<file path="src/rtl/wrr_pkg.sv">
package wrr_pkg;
    typedef enum logic [1:0] {
        ST_IDLE = 2'd0,
        ST_HIGH = 2'd1,
        ST_LOW  = 2'd2
    } arb_state_e;

    localparam logic [1:0] GNT_NONE = 2'b00;
    localparam logic [1:0] GNT_HIGH = 2'b01;
    localparam logic [1:0] GNT_LOW  = 2'b10;
endpackage

</file>
<file path="src/rtl/wrr_quota_decode.sv">
module wrr_quota_decode #(
    parameter int W_W   = 3,
    parameter int CNT_W = W_W + 1
) (
    input  logic [W_W-1:0]   code,
    output logic [CNT_W-1:0] quota,
    output logic             strict
);
    // Code 0 -> one high packet; code c -> 2*c; all-ones -> strict priority.
    always_comb begin
        strict = &code;
        if (code == '0) begin
            quota = CNT_W'(1);
        end else begin
            quota = CNT_W'({code, 1'b0});
        end
    end
endmodule

</file>
<file path="src/rtl/wrr_hi_counter.sv">
module wrr_hi_counter #(
    parameter int CNT_W = 4
) (
    input  logic             clk,
    input  logic             rst_n,
    input  logic             clr,
    input  logic             inc,
    output logic [CNT_W-1:0] cnt_d
);
    localparam logic [CNT_W-1:0] CNT_MAX = '1;

    logic [CNT_W-1:0] cnt_q;

    always_comb begin
        if (clr) begin
            cnt_d = '0;
        end else if (inc && cnt_q != CNT_MAX) begin
            cnt_d = cnt_q + CNT_W'(1);
        end else begin
            cnt_d = cnt_q;
        end
    end

    always_ff @(posedge clk) begin
        if (!rst_n) begin
            cnt_q <= '0;
        end else begin
            cnt_q <= cnt_d;
        end
    end

    // a clear request leaves the count at zero on the next cycle
    p_count_cleared_r8: assert property (@(posedge clk) disable iff (!rst_n)
        clr |=> (cnt_q == '0));

    // with neither request the count holds (saturation keeps it put)
    p_count_holds_r9: assert property (@(posedge clk) disable iff (!rst_n)
        (!clr && !inc) |=> $stable(cnt_q));
endmodule

</file>
<file path="src/rtl/tx_wrr_arbiter.sv">
module tx_wrr_arbiter
    import wrr_pkg::*;
#(
    parameter int W_W = 3
) (
    input  logic           clk,
    input  logic           rst_n,
    input  logic           hi_ready,
    input  logic           lo_ready,
    input  logic [W_W-1:0] weight,
    input  logic           pkt_done,
    output logic [1:0]     grant,
    output logic           grant_valid
);
    localparam int CNT_W = W_W + 1;

    arb_state_e       state_q, state_d;
    logic [CNT_W-1:0] quota;
    logic             strict;
    logic [CNT_W-1:0] cnt_d;
    logic             boundary, hi_done, lo_done;
    logic             cnt_clr, cnt_inc, quota_met;

    wrr_quota_decode #(.W_W(W_W), .CNT_W(CNT_W)) u_quota (
        .code   (weight),
        .quota  (quota),
        .strict (strict)
    );

    always_comb begin
        boundary = (state_q == ST_IDLE) || pkt_done;
        hi_done  = (state_q == ST_HIGH) && pkt_done;
        lo_done  = (state_q == ST_LOW) && pkt_done;
        cnt_inc  = hi_done && hi_ready;
        cnt_clr  = lo_done || (!hi_ready && ((state_q != ST_HIGH) || pkt_done));
    end

    wrr_hi_counter #(.CNT_W(CNT_W)) u_count (
        .clk   (clk),
        .rst_n (rst_n),
        .clr   (cnt_clr),
        .inc   (cnt_inc),
        .cnt_d (cnt_d)
    );

    assign quota_met = !strict && (cnt_d >= quota);

    // Next-state selection
    always_comb begin
        state_d = state_q;
        if (boundary) begin
            if (hi_ready && lo_ready) begin
                state_d = quota_met ? ST_LOW : ST_HIGH;
            end else if (hi_ready) begin
                state_d = ST_HIGH;
            end else if (lo_ready) begin
                state_d = ST_LOW;
            end else begin
                state_d = ST_IDLE;
            end
        end
    end

    // State register
    always_ff @(posedge clk) begin
        if (!rst_n) begin
            state_q <= ST_IDLE;
        end else begin
            state_q <= state_d;
        end
    end

    // Outputs
    always_comb begin
        unique case (state_q)
            ST_IDLE: grant = GNT_NONE;
            ST_HIGH: grant = GNT_HIGH;
            ST_LOW:  grant = GNT_LOW;
            default: grant = GNT_NONE;
        endcase
        grant_valid = (state_q != ST_IDLE);
    end

    // one-hot grant consistent with the valid flag
    p_onehot_grant_r2: assert property (@(posedge clk) disable iff (!rst_n)
        $onehot0(grant) && (grant_valid == (grant != 2'b00)));

    // an idle arbiter with work grants on the next cycle
    p_idle_grants_r3: assert property (@(posedge clk) disable iff (!rst_n)
        (!grant_valid && (hi_ready || lo_ready)) |=> grant_valid);

    // grant held through the packet
    p_grant_held_r4: assert property (@(posedge clk) disable iff (!rst_n)
        (grant_valid && !pkt_done) |=> $stable(grant));

    // a fresh high grant requires a non-empty high queue
    p_no_empty_high_r5: assert property (@(posedge clk) disable iff (!rst_n)
        (!grant_valid || pkt_done) |=> (!grant[0] || $past(hi_ready)));

    // a fresh low grant requires a non-empty low queue
    p_no_empty_low_r5: assert property (@(posedge clk) disable iff (!rst_n)
        (!grant_valid || pkt_done) |=> (!grant[1] || $past(lo_ready)));

    // strict code always picks a waiting high queue
    p_strict_high_r7: assert property (@(posedge clk) disable iff (!rst_n)
        ((weight == '1) && hi_ready && (!grant_valid || pkt_done)) |=> grant[0]);
endmodule

</file>
<file path="config.mk">
export PLATFORM = sky130hd
export DESIGN_NAME = tx_wrr_arbiter
export DESIGN_NICKNAME = d
export VERILOG_FILES = /design/src/rtl/wrr_pkg.sv /design/src/rtl/wrr_quota_decode.sv /design/src/rtl/wrr_hi_counter.sv /design/src/rtl/tx_wrr_arbiter.sv
export SDC_FILE = /design/constraint.sdc
export NUM_CORES = 1
export LEC_CHECK = 0
export ABC_CLOCK_PERIOD_IN_PS = 5300
export BUFFER_PORTS_ARGS = -buffer_cell sky130_fd_sc_hd__buf_2
export CAP_MARGIN = 20
export CORE_MARGIN = 4
export CORE_UTILIZATION = 23
export CTS_BUF_LIST = sky130_fd_sc_hd__clkbuf_8
export CTS_CLUSTER_DIAMETER = 30
export DETAILED_ROUTE_END_ITERATION = 8
export PLACE_DENSITY = 0.46
export SETUP_SLACK_MARGIN = 0.02
export SLEW_MARGIN = 30
export SYNTH_ARGS = -nofsm -noshare
export SYNTH_HDL_FRONTEND = slang
export SYNTH_SLANG_ARGS = --single-unit
</file>
<file path="constraint.sdc">
create_clock -name clk -period 5.3 [get_ports clk]
set_input_delay 0.795 -clock clk [delete_from_list [all_inputs] [get_ports clk]]
set_output_delay 0.795 -clock clk [all_outputs]
set_load 0.01 [all_outputs]
</file>
# Yosys cells after proc, flatten, opt, wreduce, memory -nomap -nowiden
# Cells that the tools add are included.
[word_totals] output_inout_bits=3 elab_cells=32 inputBits=8 ff_bits=6
[classes] n_addsub=1 n_mux=8 n_eq_ne=4 n_reduce_logical=16 order_cmp=1
[ops] op="4-bit two-way mux" n=3
[ops] op="2-bit two-way mux" n=4
[ops] op="1-bit logical AND" n=7
[ops] op="4-bit by 1-bit adder with 4-bit output (second input constant)" n=1
[ops] op="4-bit >= comparator" n=1
[ops] op="4-bit != test (second input constant)" n=1
[ops] op="2-bit one-hot mux with 2 select lines" n=1
[ops] op="3-bit zero test" n=1
[ops] op="1-bit logical OR" n=3
[ops] op="3-bit AND reduction" n=1
[ops] op="2-bit by 1-bit equality test with 1-bit output (second input constant)" n=1
[ops] op="2-bit equality test (second input constant)" n=1
[ops] op="1-bit zero test" n=2
[ops] op="2-bit zero test" n=1
[ops] op="2-bit by 1-bit != test with 1-bit output (second input constant)" n=1
[ops] op="2-bit nonzero test" n=1

# Depth between registers and ports, before layout
# Gate-level depths: netlist of run 1.
[depth] depth_word=10 depth_mapped=10 ltp_nobuf=10

# By module
# A second synthesis of run 1 with hierarchy kept.
[unflattened] hier_cells=67 area_unflattened_um2=528.0
[by_module_without_submodules] mod="tx_wrr_arbiter" n_inst=1 cells_per_inst=32 area_per_inst_um2=254.0 seq_area_each_um2=40.0
[by_module_without_submodules] mod="wrr_hi_counter" n_inst=1 cells_per_inst=30 area_per_inst_um2=246.5 seq_area_each_um2=80.1
[by_module_without_submodules] mod="wrr_quota_decode" n_inst=1 cells_per_inst=5 area_per_inst_um2=27.5 seq_area_each_um2=0.0

# Least setup slack after synthesis of run 1
# Ideal clock, no wire load.
[synth_path] path_type="input to register" from="input pkt_done" to="register state_q[0]" stages=9 setup_slack_ns=2.847 arrival_time_ns=2.394 n_path_buf=0 t_required_ns=5.241 setup_time_ns=0.059 cell_sequence="and2b_1 -> nor2_1 -> or2_2 -> nand2b_1 -> ha_1 -> nor2_1 -> a21oi_1 -> a2111oi_2 -> o31a_1"
[synth_between] elab_chain_cells=9 elab_cells_between_ends=14 classes_between="1 x order compare; 4 x mux; 9 x reduce/logical"
[synth_rtl] item="start, declared" line="tx_wrr_arbiter.sv:11" rtl="input logic pkt_done,"
[synth_rtl] item="1-bit logical AND" line="tx_wrr_arbiter.sv:32" rtl="hi_done = (state_q == ST_HIGH) && pkt_done;"
[synth_rtl] item="1-bit logical AND" line="tx_wrr_arbiter.sv:34" rtl="cnt_inc = hi_done && hi_ready;"
[synth_rtl] item="1-bit logical AND" line="wrr_hi_counter.sv:17" rtl="end else if (inc && cnt_q != CNT_MAX) begin"
[synth_rtl] item="4-bit two-way mux" line="wrr_hi_counter.sv:17"
[synth_rtl] item="4-bit two-way mux" line="wrr_hi_counter.sv:15" rtl="if (clr) begin"
[synth_rtl] item="4-bit >= comparator" line="tx_wrr_arbiter.sv:46" rtl="assign quota_met = !strict && (cnt_d >= quota);"
[synth_rtl] item="1-bit logical AND" line="tx_wrr_arbiter.sv:46"
[synth_rtl] item="2-bit two-way mux" line="tx_wrr_arbiter.sv:53" rtl="state_d = quota_met ? ST_LOW : ST_HIGH;"
[synth_rtl] item="2-bit two-way mux" line="tx_wrr_arbiter.sv:52" rtl="if (hi_ready && lo_ready) begin"
[synth_rtl] item="end signal, assigned" line="tx_wrr_arbiter.sv:69" rtl="state_q <= state_d;"
[synth_rtl] item="end, declared" line="tx_wrr_arbiter.sv:17" rtl="arb_state_e state_q, state_d;"
# Several ways; a longest one is shown, not always the timed one.
# A chain may end at the register's enable or synchronous reset.

# Worst setup path in the final report of run 1
# Same ends and word-level chain as after synthesis.

==> results.yml, run 1 <==
synthesis:
  postSynthRegisterBits: 6
  synth_cells: 56
  synth_warnings: 0
  library_cell_occupying_the_most_area_in_the_post_synthesis_netlist: "dfxtp_1"
  syn_nets: 69
  synth_area_leaders: "dfxtp_1 (27%), ha_1 (14%), nand2b_1 (8.3%)"
  synth_top_cell_area_share_pct: 26.5
  netlist-cell-type-count: 22
  synth_sequential_area_ratio_pct: 26.5
  syn-mean-instance-area_um2: 8.09
  synthesis.area_um2: 453
setup_path:
  start_kind: "input port"
  cp_max_fo: 4
  setup.worst_path.end_class: "flip-flop"
  timing_worst_setup_path_type: "input port to flip-flop"
  reg2reg_from: "state_q[1]$_SDFFE_PN0P_"
  timing.critical_path.arrival_ns: 2.66
  critical_path_launch_point: "pkt_done"
  setup.reg_to_reg.worst_slack_ns: 3.10
  worst-endpoint-required_ns: 5.47
clocking:
  cts-root-buf: "clkbuf_8"
  cts_buffer_depth: 2
  cts_tree: "yes"
  cts-resized-gates: 0
  postCtsSetupRepairBufs: 0
  htree_num_levels: 1
  ctsHoldBuffers: 0
  worst_skew_pair.late_latency_ns: 0.22
  cts.reportedPaths.clkPinSlew_ns: 0.04
  cts_made_buffers: 3
  cts.sinks: 6
floorplan:
  design.core.area_um2: 1800
  std_cell_rows: 15
  initial_utilization_pct: 25.1
  die-width_um: 52.4
  die_area_um2: 2740
  boundaryPins: 11
  floorplan.die.height_um: 52.4
timing:
  timing.final.hold_violations: 0
  worstMarginPinSlew_ns: 0.345
  fmaxAchievable_ghz: 0.401
  final_critical_path_share_of_the_clock_period_pct: 47.1
  timing.clock.skew_ns: 0.00459
  rsz0062_at_grt: "false"
  timing.max_slew.rel_slack_pct: 76.9
  drv_slew: 0
  setup_viol_count_final: 0
  post-route-min-period_ns: 2.50
  hold_ws_ns: 0.565
  final.setup.tns_ns: 0
routing:
  average_detailed_routed_wire_length_per_instance_um: 9.63
  drtAntennaViolNets: 0
  drt-pass1-iter-count: 4
  wire_length_after_detailed_routing_um: 905
  detail_route.drc_violations: 0
  route.detailed.vias_per_inst: 4.20
  vias: 395
  detailedRoute.firstIterationViolations: 7
power_and_ir_drop:
  power_density_nw_per_um2: 239
  irDropWorstVdd_mv: 0.0945
  static-leakage-power_nw: 0.280
final_layout:
  instances_no_fill: 94
  drive_gt1_share_pct: 24.6
  synthesis_to_layout_area_growth_pct: 27.1
  layout.nets: 84
  count_of_inserted_antenna_diode_cells: 0
place:
  globalplace.congestion: 0.718
  port_buffers: 10
  dpl.hpwl_um: 760
  numPlacedInstances: 91
global_route:
  globalRouteTotalUtil_pct: 7.89
  number_of_global_route_vias_before_repair: 378
  grt_start_max_net_pins: 7
  gr-total-overflow: 0
  grt_pass1_wl_um: 1520
  grt_antenna_before_repair: 0
min_path:
  hold_path_startpoint: "state_q[1]$_SDFFE_PN0P_"
  min_path_type: "flip-flop to flip-flop"
run:
  max_cap_viol_count: 0
run_status:
  outcome: "complete, no violations"
placed cells by master (no fill, tap or decap):
master	count
dfxtp_1	6
o31a_1	1
inv_1	4
and2b_1	1
and4b_1	1
o211ai_1	1
mux2i_1	3
o21ai_0	1
a21oi_1	3
a2111oi_2	1
or3b_4	1
nand2_1	3
xnor2_1	1
nand2b_1	6
or2_2	2
nor2_1	9
buf_2	10
clkbuf_8	3
nor2b_1	2
ha_1	5
nand4_1	1
nor3_1	1
a211oi_1	1
nand3_1	2
Yosys cell counts:
cell type,count
dfxtp_1,6
o31a_1,1
nand3_1,2
a21oi_1,3
xnor2_1,1
and4b_1,1
nor3_1,1
o21ai_0,1
or2_2,2
a211oi_1,1
nand2_1,3
and2b_1,1
o211ai_1,1
nor2_1,9
nor2b_1,2
mux2i_1,3
nand4_1,1
or3b_4,1
inv_1,4
nand2b_1,6
a2111oi_2,1
ha_1,5
cell families (layout without fill, tap and decap cells):
| logic type | Yosys count | in the layout | synth area share [%] |
|---|---|---|---|
| compound gates | 8 | 8 | 13.0 |
| xor+xnor | 1 | 1 | 1.93 |
| flops | 6 | 6 | 26.5 |
| simple gates | 29 | 29 | 34.8 |
| mux | 3 | 3 | 6.63 |
| buf+inv | 4 | 17 | 3.31 |
| fa+ha+maj | 5 | 5 | 13.8 |
state kept, by name, summed over array words and instances, names as in the netlist:
register       cells
u_count.cnt_q      4
state_q            2
final timing paths:
path | endpoint | depth (start not counted)
setup / recovery | state_q[0]$_SDFFE_PN0P_ | 10
hold / removal | state_q[1]$_SDFFE_PN0P_ | 2
setup reg to reg | state_q[0]$_SDFFE_PN0P_ | 9
hold reg to reg | state_q[1]$_SDFFE_PN0P_ | 2
final cells by class:
cell class                 instances  area, um^2
clock buffer                       3        41.3
sequential                         6         120
inverter                           4        15.0
fill                             204        1230
timing repair buffer              10        50.0
multi-input combinational         46         318
tap                               25        31.3
critical path, cell delays in order:
cell	delay, ns
buf_2	0.12
and2b_1	0.22
nor2_1	0.06
or2_2	0.32
nand2b_1	0.16
ha_1	0.30
nor2_1	0.09
a21oi_1	0.08
a2111oi_2	0.34
o31a_1	0.18
power by group:
part | internal (W) | switching (W) | total [W] | leakage [nW]
Combinational | 0.0000105 | 0.0000105 | 0.0000210 | 0.210
Sequential | 0.0000468 | 0.00000150 | 0.0000483 | 0.0488
Clock | 0.0000488 | 0.0000197 | 0.0000685 | 0.0216
metal layers:
| metal | vias up | part of all wire (%) | wire length (um) | track usage (%) |
|---|---|---|---|---|
| met5 | - | 0 | 0 | 0 |
| met4 | 0 | 3.8 | 34 | 7.66 |
| met2 | 8 | 40 | 365 | 10.3 |
| li1 | 220 | - | - | - |
| met3 | 4 | 3.3 | 30 | 1.71 |
| met1 | 163 | 52 | 475 | 10.2 |
metrics by stage:
step | util, % | cell area [um^2] | setup WS, ns | total power (W)
2_1_floorplan | - | 453 | 2.85 | 0.0000622
3_3_place_gp | 29.7 | 534 | 2.57 | 0.0000700
3_5_place_dp | 29.7 | 534 | 2.57 | 0.0000701
4_1_cts | 31.9 | 576 | 2.80 | 0.000140
5_1_grt | 31.9 | 576 | 2.64 | 0.000145
6_report | 31.9 | 576 | 2.80 | 0.000138
No activity file was read; power rests on OpenSTA's default activity.
==> inputs of run 2 (changes only) <==
Settings changed: ABC_AREA set to 1, ABC_CLOCK_PERIOD_IN_PS 5300 to 2500, PLACE_DENSITY 0.46 to 0.45.
Clock period 5.3 ns to 2.5 ns, I/O delays scaled along.
==> run 2 against run 1 <==
Critical path depth rose by 7. Clock power rose by 110%. Power rose by 120%. Via count rose by 21%. Clock skew fell by 0.0015 ns. Wire length rose by 6.2%. Sequential power rose by 120%. Global-route usage fell by 0.84 points. Sequential share of layout area fell by 2.7 points. Largest cell class unchanged. Critical path type is now flip-flop to flip-flop. Die area rose by 15%. Clock-buffer cell count did not move. Core utilization fell by 2.1 points.
==> results.yml, run 2 <==
run_status:
  outcome: "complete, no violations"
floorplan:
  boundaryPins: 11
  std_cell_rows: 17
  die-width_um: 56.1
  floorplan.die.height_um: 56.1
  initial_utilization_pct: 24.1
  die_area_um2: 3150
  design.core.area_um2: 2210
synthesis:
  synth_sequential_area_ratio_pct: 22.5
  synthSimpleGateAreaFrac_pct: 42.0
  synth-main-ff-cell: "dfxtp_1"
  syn_nets: 91
  postSynthRegisterBits: 6
  syn-mean-instance-area_um2: 6.83
  synth_xor_xnor_area_share_pct: 1.64
  synth_edf_count: 0
  synth_area_leaders: "dfxtp_1 (23%), nand2_1 (14%), ha_1 (12%)"
  netlist-cell-type-count: 23
  combinational_family_with_the_most_area_after_synthesis: "simple AND/OR/NAND/NOR gates"
  synth_top_cell_area_share_pct: 22.5
  netlist_top_cells_count: "nand2_1 (20), inv_1 (16), dfxtp_1 (6)"
  library_cell_occupying_the_most_area_in_the_post_synthesis_netlist: "dfxtp_1"
  synthesis.area_um2: 533
  synth_warnings: 0
  compound_cell_area_share_of_the_yosys_netlist_pct: 9.39
  mux_contribution_to_synthesized_area_pct: 0
  synth_adder_area_share_pct: 11.7
  most_common_cell_in_the_netlist: "nand2_1"
  synth_cells: 78
  async_flop_share_pct: 0
place:
  globalplace.congestion: 0.707
  numPlacedInstances: 116
  dpl.hpwl_um: 893
  port_buffers: 10
  postPlaceCellArea_um2: 618
clocking:
  cts-resized-gates: 0
  cts_made_buffers: 3
  cts.sinks: 6
  ctsHoldBuffers: 0
  cts_tree: "yes"
  cts-root-buf: "clkbuf_8"
  cts.reportedPaths.clkPinSlew_ns: 0.04
  postCtsSetupRepairBufs: 0
  htree_num_levels: 1
  cts_buffer_depth: 2
  worst_skew_pair.late_latency_ns: 0.22
timing:
  fmaxAchievable_ghz: 0.509
  final.setup.tns_ns: 0
  timing.final.hold_violations: 0
  timing.max_slew.rel_slack_pct: 82.7
  rsz0062_at_grt: "false"
  worstMarginPinSlew_ns: 0.257
  post-route-min-period_ns: 1.96
  setup_viol_count_final: 0
  timing.clock.skew_ns: 0.00310
  final_critical_path_share_of_the_clock_period_pct: 78.5
  drv_slew: 0
final_layout:
  multiInputGateArea_um2: 345
  instances_no_fill: 119
  mostFrequentLayoutCell: "nand2_1"
  largest_registers: "u_count.cnt_q: 4 flops, state_q: 2 flops"
  drive_gt1_share_pct: 27.5
  flip_flop_count_of_the_largest_register_after_layout: 4
  synthesis_to_layout_area_growth_pct: 23.7
  max_flop_register: "u_count.cnt_q"
  layout.nets: 106
  count_of_inserted_antenna_diode_cells: 0
  area.sequential_um2: 120
  commonest_non_fill_non_tap_cells_in_the_layout: "nand2_1 (20), inv_1 (16), buf_2 (10), dfxtp_1 (6)"
  fillers: 256
  design_area_um2: 659
power_and_ir_drop:
  static-leakage-power_nw: 0.354
  report.power.total_w: 0.000304
  internal_power_w: 0.000225
  power.clock.fraction_pct: 46.4
  power_density_nw_per_um2: 461
  power_switching_share_pct: 25.8
  share_comb_of_total_power_pct: 19.5
  irDropWorstVdd_mv: 0.188
  netSwitchingPower_w: 0.0000785
  seq_pwr_share_pct: 34.1
setup_path:
  timing_worst_setup_path_type: "flip-flop to flip-flop"
  cp_max_fo: 4
  worst-endpoint-required_ns: 2.65
  crit_path_cell_trace: "ha_1 > nand2_1 > inv_1 > nand2_1 > inv_1 > nor2_4 > nand2_1 > nand2_1 > nor2_1 > ha_1 > nand2_1 > inv_1 > nand2_1 > nand3_1 > nand2_1 > nand2_1 > a21oi_1"
  cpMostUsedCell: "nand2_1"
  setup.worst_path.end_class: "flip-flop"
  start_kind: "flip-flop"
  timing.critical_path.arrival_ns: 2.11
  worst_r2r_path_depth: 17
  timing.critical_path.slowest_stage_cell: "dfxtp_1"
  worst_path_largest_cell_delay_ns: 0.32
global_route:
  grt_antenna_before_repair: 0
  gr-total-overflow: 0
  globalRouteTotalUtil_pct: 7.05
  grt_start_max_net_pins: 8
  number_of_global_route_vias_before_repair: 431
  grt_pass1_wl_um: 1740
routing:
  detailedRoute.firstIterationViolations: 3
  vias: 479
  route.detailed.vias_per_inst: 4.03
  detail_route.drc_violations: 0
  average_detailed_routed_wire_length_per_instance_um: 8.08
  drtAntennaViolNets: 0
  drt-pass1-iter-count: 3
  wire_length_after_detailed_routing_um: 961
min_path:
  min_delay_path_depth: 3
  min_path_type: "input port to flip-flop"
run:
  max_cap_viol_count: 0
-- run 2: cell types whose count changed after synthesis, sizes merged, moves of 2 or more --
cell	before	now
mux2i	3	0
or2	2	0
nor3	1	3
nand2b	6	0
nand3	2	5
nand2	3	21
nor2b	2	0
inv	4	18
-- run 2: worst paths after layout --
check | from | endpoint | slack (ns)
worst max-delay path | u_count.cnt_q[0]$_SDFF_PN0_ | state_q[0]$_SDFFE_PN0P_ | 0.54
worst min-delay path | rst_n | state_q[1]$_SDFFE_PN0P_ | 0.46
worst min register to register | u_count.cnt_q[1]$_SDFF_PN0_ | u_count.cnt_q[1]$_SDFF_PN0_ | 0.58
worst max register to register | u_count.cnt_q[0]$_SDFF_PN0_ | state_q[0]$_SDFFE_PN0P_ | 0.54
-- run 2: power by group through the flow --
stage / Clock [W] / Combinational, W / Sequential, W
2_1_floorplan: 0 / 0.0000396 / 0.000105
3_3_place_gp: 0 / 0.0000602 / 0.000105
3_5_place_dp: 0 / 0.0000603 / 0.000105
4_1_cts: 0.000146 / 0.0000605 / 0.000104
5_1_grt: 0.000150 / 0.0000674 / 0.000104
6_report: 0.000141 / 0.0000593 / 0.000104
-- run 2: critical path, delay by kind of cell, from the launching register on --
| kind | cells | cell delay (ns) |
|---|---|---|
| and+or+nand+nor | 11 | 0.82 |
| adders and majority gates | 2 | 0.51 |
| DFF | 1 | 0.32 |
| buffers and inverters | 3 | 0.13 |
| AOI/OAI and AO/OA | 1 | 0.11 |
-- run 2: kinds of logic (layout without fill, tap and decap cells) --
logic type	Yosys count	after routing
AO/OA/AOI/OAI	8	8
XOR/XNOR	1	1
adder cells (fa/ha/maj)	5	5
buffers and inverters	18	31
flip-flops	6	6
AND/OR/NAND/NOR	40	40
-- run 2: routing by layer --
metal / share of wire (%) / vias to the layer above / global-route usage (%) / wire length, um
met5: 0 / - / 0 / 0
met4: 4.0 / 0 / 6.10 / 38
met3: 2.6 / 4 / 0.696 / 25
met2: 43 / 7 / 11.2 / 411
met1: 51 / 194 / 8.33 / 486
li1: - / 274 / - / -
-- run 2: cell type report --
cell class	instances	share of cell area, %
clock buffers	3	6.26
multi-input cells	54	52.4
repair buffers	10	7.59
inverters	18	10.2
flip-flops and latches	6	18.2
well taps	28	5.31
-- run 2: per-stage QoR --
step	hold WS (ns)	util (%)	setup slack, ns
final	0.464	29.8	0.537
after global routing	0.491	29.8	0.318
after CTS	0.465	29.8	0.496
after detailed placement	0.582	27.9	0.499
after global placement	0.571	27.9	0.488
after floorplan	0.534	-	0.696
==> inputs of run 3 (changes only) <==
Settings changed: ABC_CLOCK_PERIOD_IN_PS 2500 to 1800, PLACE_DENSITY 0.45 to 0.47.
Clock period 2.5 ns to 1.8 ns, I/O delays scaled along.
==> run 3 against run 2 <==
The run now ends with setup timing left. Register-to-register slack got worse by 0.61 ns. Fmax is 5.1% higher. First-iteration DRC count did not move. Non-clock buffer count grew 9. Clock skew shrank 0.00067 ns. Core utilization grew 6.1 points. Sequential share of layout area decreased by 2.8 points.
==> results.yml, run 3 (same netlist as run 2, synthesis figures left out) <==
clocking:
  postCtsSetupRepairBufs: 0
  worst_skew_pair.late_latency_ns: 0.22
  cts-root-buf: "clkbuf_8"
  htree_num_levels: 1
  cts.reportedPaths.clkPinSlew_ns: 0.04
  cts.sinks: 6
  cts_tree: "yes"
  cts_made_buffers: 3
  ctsHoldBuffers: 0
  cts_buffer_depth: 2
setup_path:
  timing_worst_setup_path_type: "flip-flop to flip-flop"
  worst-endpoint-required_ns: 1.90
  setup.worst_path.end_class: "flip-flop"
  timing.critical_path.arrival_ns: 1.97
  cp_max_fo: 3
  start_kind: "flip-flop"
routing:
  drtAntennaViolNets: 0
  wire_length_after_detailed_routing_um: 1120
  drt-pass1-iter-count: 2
  detailedRoute.firstIterationViolations: 3
  vias: 528
  detail_route.drc_violations: 0
  route.detailed.vias_per_inst: 4.13
  average_detailed_routed_wire_length_per_instance_um: 8.71
place:
  postPlaceCellArea_um2: 698
  dpl.hpwl_um: 958
  globalplace.congestion: 0.709
  port_buffers: 10
  placement.setup.worst_slack_ns: -0.133
timing:
  fmaxAchievable_ghz: 0.535
  timing.final.hold_violations: 0
  worstMarginPinSlew_ns: 0.273
  fin_ws_ns: -0.0681
  timing.clock.skew_ns: 0.00243
  post-route-min-period_ns: 1.87
  final_critical_path_share_of_the_clock_period_pct: 104
  timing.max_slew.rel_slack_pct: 81.6
  setup_viol_count_final: 2
  rsz0062_at_grt: "true"
  drv_slew: 0
final_layout:
  design_area_um2: 795
  count_of_inserted_antenna_diode_cells: 0
  fillers: 248
  max_flop_register: "u_count.cnt_q"
  synthesis_to_layout_area_growth_pct: 49.1
  flip_flop_count_of_the_largest_register_after_layout: 4
  layout.nets: 115
  drive_gt1_share_pct: 52.0
  commonest_non_fill_non_tap_cells_in_the_layout: "nand2_1 (13), inv_1 (13), buf_2 (10), buf_4 (9), nand2_2 (8)"
  largest_registers: "u_count.cnt_q: 4 flops, state_q: 2 flops"
floorplan:
  std_cell_rows: 17
  die_area_um2: 3150
  initial_utilization_pct: 24.1
  design.core.area_um2: 2210
  boundaryPins: 11
  floorplan.die.height_um: 56.1
  die-width_um: 56.1
run_status:
  outcome: "finished with violations"
  violated_checks: "setup timing"
power_and_ir_drop:
  power.clock.fraction_pct: 43.9
  static-leakage-power_nw: 0.400
  share_comb_of_total_power_pct: 23.8
  power_switching_share_pct: 26.2
  netSwitchingPower_w: 0.000117
  irDropWorstVdd_mv: 0.225
  seq_pwr_share_pct: 32.3
  internal_power_w: 0.000329
  power_density_nw_per_um2: 562
global_route:
  grt_start_max_net_pins: 8
  gr-total-overflow: 0
  globalRouteTotalUtil_pct: 8.01
  grt_pass1_wl_um: 2000
  grt_antenna_before_repair: 0
  number_of_global_route_vias_before_repair: 528
run:
  max_cap_viol_count: 0
min_path:
  min_path_type: "input port to flip-flop"
==> run 3: power groups by stage <==
stage	registers [W]	clock network, W	logic (W)
after global routing	0.000145	0.000210	0.000120
after global placement	0.000145	0	0.000100
after CTS	0.000144	0.000205	0.000102
after detailed placement	0.000146	0	0.0000999
after floorplan	0.000145	0	0.0000565
final	0.000144	0.000196	0.000106
==> run 3: final cells by class <==
type	instances	area [um^2]	area share [%]
Multi-Input combinational cell	54	410	51.7
Sequential cell	6	123	15.4
Timing Repair Buffer	19	118	14.8
Inverter	18	67.6	8.50
Clock buffer	3	41.3	5.20
Tap cell	28	35.0	4.41
==> run 3: metal layers <==
metal	routed length, um	GRT usage, %
met1	497	9.07
met2	573	13.2
met3	17	0.696
met4	27	7.12
met5	0	0
==> run 3: worst max-delay path: stages (launching register included) <==
cell and delay (ns):
dfxtp_2 0.32, ha_4 0.16, nand2_2 0.06, inv_2 0.04, nand2_2 0.05, nand4_1 0.16, nand2_1 0.11, nand2_1 0.07
nand2_2 0.08, inv_2 0.05, ha_4 0.28, nand2_2 0.06, inv_2 0.05, nand2_2 0.05, nand3_2 0.07, nand2_2 0.06
nand2_1 0.05, a21oi_1 0.05
==> run 3: path summary, 6_finish.rpt <==
path | from | to | slack (ns) | cells after the start
worst max-delay path | u_count.cnt_q[0]$_SDFF_PN0_ | state_q[0]$_SDFFE_PN0P_ | -0.07 | 17
worst min-delay path | rst_n | state_q[1]$_SDFFE_PN0P_ | 0.35 | 3
worst max register to register | u_count.cnt_q[0]$_SDFF_PN0_ | state_q[0]$_SDFFE_PN0P_ | -0.07 | 17
worst min register to register | u_count.cnt_q[3]$_SDFF_PN0_ | u_count.cnt_q[3]$_SDFF_PN0_ | 0.62 | 4
==> run 3: metrics by stage <==
step | setup TNS, ns | total power (W) | instances | hold slack [ns] | utilization (%)
final | -0.0805 | 0.000446 | 128 | 0.350 | 35.9
after global routing | -0.385 | 0.000474 | 128 | 0.380 | 35.9
after CTS | -0.166 | 0.000451 | 128 | 0.345 | 33.8
after detailed placement | -0.219 | 0.000246 | 125 | 0.574 | 31.6
after global placement | -0.184 | 0.000245 | 125 | 0.575 | 31.6
after floorplan | 0 | 0.000202 | 78 | 0.429 | -
==> run 3: repair_timing <==
item                                    4_1_cts  5_1_grt
cloned                                        0        0
endpoints found under the setup margin        2        2
hold endpoints to repair                      0        0
pin swaps                                     2        6
resized for setup                             5       14
